$ cat config.mk
export PLATFORM = sky130hd
export DESIGN_NAME = bitflip_unit
export DESIGN_NICKNAME = d
export VERILOG_FILES = /design/src/rtl/bitflip_pkg.sv /design/src/rtl/bitflip_decode.sv /design/src/rtl/bitflip_flip.sv /design/src/rtl/bitflip_unit.sv
export SDC_FILE = /design/constraint.sdc
export NUM_CORES = 1
export LEC_CHECK = 0
export ABC_AREA = 1
export BUFFER_PORTS_ARGS = -buffer_cell sky130_fd_sc_hd__buf_2
export CORE_MARGIN = 3
export CORE_UTILIZATION = 40
export DETAILED_ROUTE_END_ITERATION = 10
export HOLD_SLACK_MARGIN = 0.08
export PLACE_DENSITY_LB_ADDON = 0.12
export SYNTH_ARGS = -nofsm -noshare
export SYNTH_HDL_FRONTEND = slang
export SYNTH_SLANG_ARGS = --single-unit
$ cat constraint.sdc
create_clock -name clk -period 2.52 [get_ports clk]
set_clock_uncertainty 0.05 [all_clocks]
set_input_delay 0.126 -clock clk [delete_from_list [all_inputs] [get_ports clk]]
set_output_delay 0.126 -clock clk [all_outputs]
set_load 0.02 [all_outputs]
$ cat src/rtl/bitflip_pkg.sv
package bitflip_pkg;

    localparam int OPW    = 16;
    localparam int FLAG_W = 5;
    localparam int FLG_Z  = 2;

    typedef enum logic [2:0] {
        ST_IDLE,
        ST_EXT,
        ST_OPER,
        ST_RDB,
        ST_WRB,
        ST_FIN,
        ST_BAD
    } bf_state_e;

    typedef struct packed {
        logic hit;
        logic imm;
        logic legal;
        logic dst_reg;
    } bf_dec_t;

endpackage

$ cat src/rtl/bitflip_decode.sv
module bitflip_decode
    import bitflip_pkg::*;
(
    input  logic [OPW-1:0] op,
    output bf_dec_t        dec
);

    logic       reg_form;
    logic       imm_form;
    logic [2:0] mode;
    logic [2:0] rn;
    logic       legal_mode;

    assign reg_form = (op[15:12] == 4'b0000) && (op[8:6] == 3'b101);
    assign imm_form = (op[15:6] == 10'b0000100001);
    assign mode     = op[5:3];
    assign rn       = op[2:0];

    always_comb begin
        unique case (mode)
            3'b000:  legal_mode = 1'b1;
            3'b001:  legal_mode = 1'b0;
            3'b111:  legal_mode = (rn == 3'b000) || (rn == 3'b001);
            default: legal_mode = 1'b1;
        endcase
    end

    assign dec.hit     = reg_form || imm_form;
    assign dec.imm     = imm_form;
    assign dec.legal   = legal_mode;
    assign dec.dst_reg = (mode == 3'b000);

endmodule

$ cat src/rtl/bitflip_flip.sv
module bitflip_flip #(
    parameter int W    = 32,
    parameter int BN_W = 32
) (
    input  logic [W-1:0]    opnd,
    input  logic [BN_W-1:0] bitnum,
    output logic [W-1:0]    result,
    output logic            was_zero
);

    localparam int IW = $clog2(W);

    logic [IW-1:0] idx;
    logic [W-1:0]  mask;

    assign idx      = IW'(bitnum % BN_W'(W));
    assign mask     = W'(1) << idx;
    assign was_zero = ~|(opnd & mask);
    assign result   = opnd ^ mask;

endmodule

$ cat src/rtl/bitflip_unit.sv
module bitflip_unit
    import bitflip_pkg::*;
#(
    parameter int DATA_W = 32,
    parameter int BYTE_W = 8
) (
    input  logic              clk,
    input  logic              rst_n,
    input  logic              op_valid,
    input  logic [15:0]       op_word,
    output logic              op_ready,
    input  logic              ext_valid,
    input  logic [15:0]       ext_word,
    output logic              ext_ready,
    output logic [2:0]        src_reg_idx,
    input  logic [DATA_W-1:0] src_reg_data,
    output logic [2:0]        dst_reg_idx,
    input  logic [DATA_W-1:0] dst_reg_data,
    output logic              reg_wr_en,
    output logic [DATA_W-1:0] reg_wr_data,
    output logic              mem_rd_req,
    input  logic              mem_rd_ack,
    input  logic [BYTE_W-1:0] mem_rd_data,
    output logic              mem_wr_req,
    input  logic              mem_wr_ack,
    output logic [BYTE_W-1:0] mem_wr_data,
    input  logic [4:0]        flags_in,
    output logic [4:0]        flags_out,
    output logic              flags_we,
    output logic              done,
    output logic              illegal
);

    localparam int PAD_W = DATA_W - OPW;

    bf_state_e          st_q;
    bf_state_e          st_d;
    logic [OPW-1:0]     op_q;
    logic [OPW-1:0]     dec_in;
    bf_dec_t            dec;
    logic [DATA_W-1:0]  bnum_q;
    logic [DATA_W-1:0]  bnum_eff;
    logic [BYTE_W-1:0]  byte_q;
    logic [DATA_W-1:0]  reg_res;
    logic               reg_zero;
    logic [BYTE_W-1:0]  byte_res;
    logic               byte_zero;

    assign dec_in = (st_q == ST_IDLE) ? op_word : op_q;

    bitflip_decode u_dec (
        .op  (dec_in),
        .dec (dec)
    );

    assign bnum_eff = dec.imm ? bnum_q : src_reg_data;

    bitflip_flip #(.W(DATA_W), .BN_W(DATA_W)) u_flip_reg (
        .opnd     (dst_reg_data),
        .bitnum   (bnum_eff),
        .result   (reg_res),
        .was_zero (reg_zero)
    );

    bitflip_flip #(.W(BYTE_W), .BN_W(DATA_W)) u_flip_byte (
        .opnd     (byte_q),
        .bitnum   (bnum_q),
        .result   (byte_res),
        .was_zero (byte_zero)
    );

    // state register
    always_ff @(posedge clk) begin
        if (!rst_n) begin
            st_q <= ST_IDLE;
        end else begin
            st_q <= st_d;
        end
    end

    // next state
    always_comb begin
        st_d = st_q;
        unique case (st_q)
            ST_IDLE: begin
                if (op_valid && dec.hit) begin
                    if (!dec.legal) begin
                        st_d = ST_BAD;
                    end else if (dec.imm) begin
                        st_d = ST_EXT;
                    end else begin
                        st_d = ST_OPER;
                    end
                end
            end
            ST_EXT:  if (ext_valid) st_d = ST_OPER;
            ST_OPER: st_d = dec.dst_reg ? ST_FIN : ST_RDB;
            ST_RDB:  if (mem_rd_ack) st_d = ST_WRB;
            ST_WRB:  if (mem_wr_ack) st_d = ST_FIN;
            ST_FIN:  st_d = ST_IDLE;
            ST_BAD:  st_d = ST_IDLE;
            default: st_d = ST_IDLE;
        endcase
    end

    // datapath holding registers
    always_ff @(posedge clk) begin
        if (!rst_n) begin
            op_q   <= '0;
            bnum_q <= '0;
            byte_q <= '0;
        end else begin
            if (st_q == ST_IDLE && op_valid) begin
                op_q <= op_word;
            end
            if (st_q == ST_EXT && ext_valid) begin
                bnum_q <= {{PAD_W{1'b0}}, ext_word};
            end else if (st_q == ST_OPER && !dec.imm) begin
                bnum_q <= src_reg_data;
            end
            if (st_q == ST_RDB && mem_rd_ack) begin
                byte_q <= mem_rd_data;
            end
        end
    end

    assign src_reg_idx = op_q[11:9];
    assign dst_reg_idx = op_q[2:0];
    assign reg_wr_data = reg_res;
    assign mem_wr_data = byte_res;

    // outputs
    always_comb begin
        op_ready   = 1'b0;
        ext_ready  = 1'b0;
        reg_wr_en  = 1'b0;
        mem_rd_req = 1'b0;
        mem_wr_req = 1'b0;
        flags_we   = 1'b0;
        done       = 1'b0;
        illegal    = 1'b0;
        flags_out  = flags_in;
        unique case (st_q)
            ST_IDLE: op_ready = 1'b1;
            ST_EXT:  ext_ready = 1'b1;
            ST_OPER: begin
                if (dec.dst_reg) begin
                    reg_wr_en        = 1'b1;
                    flags_we         = 1'b1;
                    flags_out[FLG_Z] = reg_zero;
                end
            end
            ST_RDB:  mem_rd_req = 1'b1;
            ST_WRB: begin
                mem_wr_req       = 1'b1;
                flags_we         = mem_wr_ack;
                flags_out[FLG_Z] = byte_zero;
            end
            ST_FIN:  done = 1'b1;
            ST_BAD:  illegal = 1'b1;
            default: op_ready = 1'b0;
        endcase
    end

endmodule

# Word level (Yosys, flattened, before mapping)
# Index checks and enable logic that the tools add are counted.
# word_totals
regBits	32
output_inout_bits	59
inputBits	115
# classes
mux	24
n_reduce_logical	19
shifts	2
n_eq_ne	15
n_bitwise	4
# op_table
cell	n
$and A32 B32 Y32	1
$reduce_or A32 Y1	1
$shl A1 B5 Y32 const A	1
$xor A32 B32 Y32	1
$mux W3	6
$mux W16	1
$eq A3 B3 Y1 const B	5
$mux W5	3
$pmux W3 S5	1
$eq A10 B6 Y1 const B	1
$eq A3 B1 Y1 const B	3
$logic_not A3 Y1	3
$mux W1	9
$and A8 B8 Y8	1
$reduce_or A8 Y1	1
$shl A1 B3 Y8 const A	1
$xor A8 B8 Y8	1
$eq A3 B2 Y1 const B	2
$logic_and A1 B1 Y1	6
$ne A2 B2 Y1 const B	3
$pmux W1 S2	3
$logic_not A4 Y1	1
$reduce_and A4 Y1	1
$logic_not A1 Y1	3
other kinds (4)	5

# Logic depth before layout (Yosys ltp)
# logic_depth
ltp_word	10
depth_mapped	18
mapped_depth_nobuf	18

# Cells and area by module
# Synthesis repeated with hierarchy kept, for this count alone.
# unflattened
hier_cells	678
area_unflattened_um2	4352.9
# modules_own_cells
mod	area_each_um2	instances	cells_each
bitflip_unit	3195.6	1	505
bitflip_flip at u_flip_reg	843.3	1	123
bitflip_flip at u_flip_byte	197.7	1	26
bitflip_decode	116.4	1	24

# Least setup slack after synthesis
# OpenSTA, ideal clock, no wires.
# synth_path
kind	reg-to-output
from	reg st_q[1]
to	out flags_out[2]
slack_ps	-109
path_stages_with_launch	19
arrival_time_ps	2453
path_cell_list	dfxtp_1 -> inv_2 -> nand2_2 -> nor2_4 -> nand2_2 -> nand2_2 -> nand2_2 -> nor2_4 -> nand2_1 -> o21ai_2 -> inv_1 -> nand4_1 -> nor2_1 -> ha_1 -> nor4_1 -> nand4_1 -> nor2_1 -> nand4_1 -> nand4_1
# synth_via
elab_chain_cells	10
# synth_rtl
item	line_no	source
from (decl)	bitflip_unit.sv:36	bf_state_e st_q;
from (signal assigned)	bitflip_unit.sv:77	st_q <= st_d;
$logic_not A3 Y1	bitflip_unit.sv:49	assign dec_in = (st_q == ST_IDLE) ? op_word : op_q;
$mux W16	bitflip_unit.sv:49	
$eq A10 B6 Y1	bitflip_decode.sv:15	assign imm_form = (op[15:6] == 10'b0000100001);
$mux W5	bitflip_unit.sv:56	assign bnum_eff = dec.imm ? bnum_q : src_reg_data;
$shl A1 B5 Y32	bitflip_flip.sv:17	assign mask = W'(1) << idx;
$and A32 B32 Y32	bitflip_flip.sv:18	assign was_zero = ~|(opnd & mask);
$reduce_or A32 Y1	bitflip_flip.sv:18	
$logic_not A1 Y1	bitflip_flip.sv:18	
$mux W1	bitflip_unit.sv:147	if (dec.dst_reg) begin
$pmux W1 S2 (*)	bitflip_unit.sv:143	unique case (st_q)
to (decl)	bitflip_unit.sv:28	output logic [4:0] flags_out,
# Mark *: on every way between the ends. The rest lies on a longest branch, timed or not.

# Worst setup path after layout
# layout_path
from	reg st_q[0]
to	out flags_out[2]
# Same word-level chain as after synthesis.

==> key figures <==
Drt
  • Drt pass-1 iters: 4
  • Sum of routed wire length over all layers: 8790 um
  • Average via count per standard cell: 4.86
  • Remaining number of nets flagged by the antenna check after routing: 0
  • Count of routing violations after the opening detailed-route iteration: 97
  • Remaining routing DRC violations: 0
  • DR vias: 3,302
  • Routed wirelength normalized by instance count: 12.9 um

GRT
  • Met3 layer usage reported by global route: 4.24%
  • GRT Total Usage: 21.5%
  • Highest-utilization routing layer at the global route stage: met2
  • Overflow left after global routing: 0
  • Met2 demand-to-capacity share in global routing: 36.8%
  • Wire length of the first global-routing pass: 13,800 um
  • Maximum number of pins on one net before global-route repair: 23
  • Vias in the first global route: 3,205
  • Met1 Track Usage GR: 26.7%
  • Number of antenna violations at the first check in global routing: 0

Power and ir drop
  • Post-layout power: 1.37 mW
  • P per Cell Area: 316 nW/um^2
  • VDD IR-drop max: 218 uV
  • Cell leakage power: 2.25 nW

Worst setup path
  • Data arrival time of the worst path: 3.09 ns
  • R2R Setup Slk: 0.53 ns
  • Number of cells on the worst reg-to-reg path: 11
  • Startpoint of the worst setup timing path: st_q[0]$_SDFFE_PN0P_
  • Required @ worst endpoint: 2.34 ns
  • Destination of the worst register-to-register timing path: st_q[2]$_SDFFE_PN0P_
  • Critical Path Source Type: register
  • Crit-path most repeated cell: nand4_1
  • Largest fanout on the critical path: 7
  • Sequence of cells on the critical path: nor2_4, nand2_4, nand2_4, nand3_2, nor2_4, nand2_1, o21ai_2, inv_2, buf_6, nand4_1, nor2_1, ha_1, nor4_4, nand4_1, nor2_1, nand4_1, nand4_1, buf_4
  • Critical Setup Path Class: register to primary output
  • Startpoint of the worst register-to-register path: st_q[0]$_SDFFE_PN0P_
  • CP max stage delay: 0.35 ns
  • Kind of capture point of the worst setup path: primary output
  • Slowest cell on the critical path: dfxtp_2

Clocking
  • Maximum level of the CTS H-tree: 2
  • Skew-Pair Late Insertion Delay: 0.29 ns
  • TritonCTS clock tree: done
  • Sink count of the clock tree: 32
  • Inserted Clock Buffers: 5
  • Clock input transition at the sequential cells of the worst setup and hold paths: 0.07 ns
  • CTS root buf: clkbuf_8
  • Bufs on Longest Clock Path: 2

Final layout
  • Inserted Diodes: 0
  • Layout overhead on the synthesized area: 55.8%
  • Layout fillers: 569
  • Number of nets in the finished design: 741
  • Share of layout cells above drive strength 1: 44.6%
  • Multi-input gate area: 2010 sq um
  • Area taken by flip-flops and latches: 647 sq um

Synthesis
  • Combinational family with the most area after synthesis: simple AND/OR/NAND/NOR gates
  • Synthesized net count: 549
  • Cell Area, Synth: 2790 sq um
  • XOR/XNOR Fraction of Synth Area: 0%
  • Synth top area share: 22.9%
  • Top_reg_cell synth: dfxtp_1
  • Sequential share of the synthesized area: 22.9%
  • Average footprint of a synthesized cell: 7.08 sq um
  • Post-synthesis compound-gate area fraction: 10.1%
  • Number of enable flip-flop cells after synthesis: 0
  • Multiplexer share of the synthesized area: 2.02%
  • Post-synthesis cell count: 394
  • Total of warnings raised by yosys: 0
  • Cell type with the highest aggregate area in the netlist: dfxtp_1
  • Synth Area in Adders: 17.9%
  • Synthesized flop and latch total: 32
  • Simple logic cell fraction of the synthesized area: 37.6%
  • Number of distinct library cells after synthesis: 29
  • Top cells by area, synth: dfxtp_1 23%, ha_1 18%, nand2_1 8.5%
  • Proportion of synthesized flip-flops having asynchronous set or reset: 0%

Placement
  • Port buffer count: 127
  • Post-detail-place hpwl: 6980 um
  • Global placement routability congestion: 0.824

Timing
  • Number of failing hold endpoints at the final stage: 0
  • Measured slew at the worst slew-check pin: 0.714 ns
  • Slew HR: 52.3%
  • Max Freq: 306 MHz
  • Final count of pins violating max slew: 0
  • Tightest hold margin: 0.0827 ns
  • Final setup vio count: 30
  • Post-layout minimum cycle time: 3.27 ns
  • Unrepaired setup endpoints after global routing: true
  • Fin worst setup slack: -0.747 ns
  • Post-route clock period utilization: 130%

Run status
  • Run status: complete, but fails checks
  • Violated checks: setup timing

Floorplan
  • Effective utilization at floorplan: 42.5%
  • Number of top-level pins: 174
  • DIE AREA: 8020 sq um
  • Num rows: 29
  • Die Span X: 89.5 um
  • Die height: 89.5 um
  • Core area: 6570 sq um

Worst hold path
  • Number of stages on the worst hold path: 3
  • Worst hold-check path type: input port to register
  • Hold Path Sink: op_q[13]$_SDFFE_PN0P_
  • Hold Crit Start: op_word[13]

Run
  • Max Cap Viol: 0
## stage by stage
stage	worst slack [ns]	utilization, %	cell area [sq um]	instances	TNS, ns
6_report	-0.747	66.2	4350	680	-3.92
5_1_grt	-0.915	66.2	4350	680	-9.67
4_1_cts	-0.710	65.3	4290	676	-3.34
3_5_place_dp	-0.495	57.9	3800	641	-0.495
3_3_place_gp	-0.419	57.9	3800	641	-0.419
2_1_floorplan	-0.0575	-	2800	394	-0.0575
## where the power goes
part,internal [mW],switching [mW]
Sequential,0.522,0.00846
Combinational,0.196,0.231
Clock,0.222,0.194
## metal layers
metal	share of wire, %	up-vias	routed length (um)
met2	46	111	4080
met3	5.8	19	513
li1	-	1720	-
met4	2.4	0	208
met1	45	1452	4000
met5	0	-	0
## cell families after synthesis
group                      Yosys count
AOI/OAI and AO/OA                   46
adders and majority gates           40
buffers and inverters               53
DFF                                 32
muxes                                5
and+or+nand+nor                    218
## synth_stat cells, types with 10 or more instances
library cell,instances
nand3_1,33
o21ai_0,11
nand4_1,20
buf_4,10
a21oi_1,29
dfxtp_1,32
nor3_1,10
nand2_2,11
nand2_1,63
nor4_1,10
ha_1,40
nor2_1,60
inv_1,27
## flip-flops by register name, summed over array words and instances, names as in the netlist
name	flops
bnum_q	5
byte_q	8
op_q	16
st_q	3
## critical path: cells and delay by family, from the launching register on
| kind | cells | cell delay, ns |
|---|---|---|
| simple gates | 13 | 1.79 |
| flops | 1 | 0.35 |
| compound gates | 1 | 0.08 |
| buf+inv | 3 | 0.38 |
| fa+ha+maj | 1 | 0.21 |
## final cells by class
type	count	area share (%)
Clock buffer	7	1.99
Clock inverter	1	0.173
Inverter	32	2.82
Multi-Input combinational cell	309	46.2
Sequential cell	32	14.9
Tap cell	93	2.68
Timing Repair Buffer	206	31.3
## worst max-delay path by stage
stage	slack, ns	endpoint
floorplan	-0.06	flags_out[2]
CTS	-0.71	flags_out[2]
detailed placement	-0.50	flags_out[2]
global route	-0.91	flags_out[2]
global placement	-0.42	flags_out[2]
finish	-0.75	flags_out[2]
## layout by cell type (no fill, tap or decap), types with 2 or more instances in the layout
cell type and n:
nor2_4 4, nand4_1 20, ha_2 4, o21ai_4 5
buf_12 3, nor4_1 3, nor4_2 6, inv_1 25
dlygate4sd3_1 15, nor2_2 7, nor3_1 10, nand3_1 31
nor2_1 53, inv_2 5, a21oi_1 29, o21ai_0 11
buf_2 120, mux2_2 5, buf_4 59, nand2_2 13
nand2_1 59, dfxtp_2 2, ha_1 36, buf_6 8
clkbuf_8 6, dfxtp_1 29, nand3_2 3, nand2_4 4
## what timing repair did
item	4_1_cts	5_1_grt
resized for setup	40	10
setup endpoints to repair	31	33
buffers inserted	12	4
hold endpoints to repair	15	0
pin swaps	31	21
hold buffers	15	0
No activity file was read; power rests on OpenSTA's default activity.
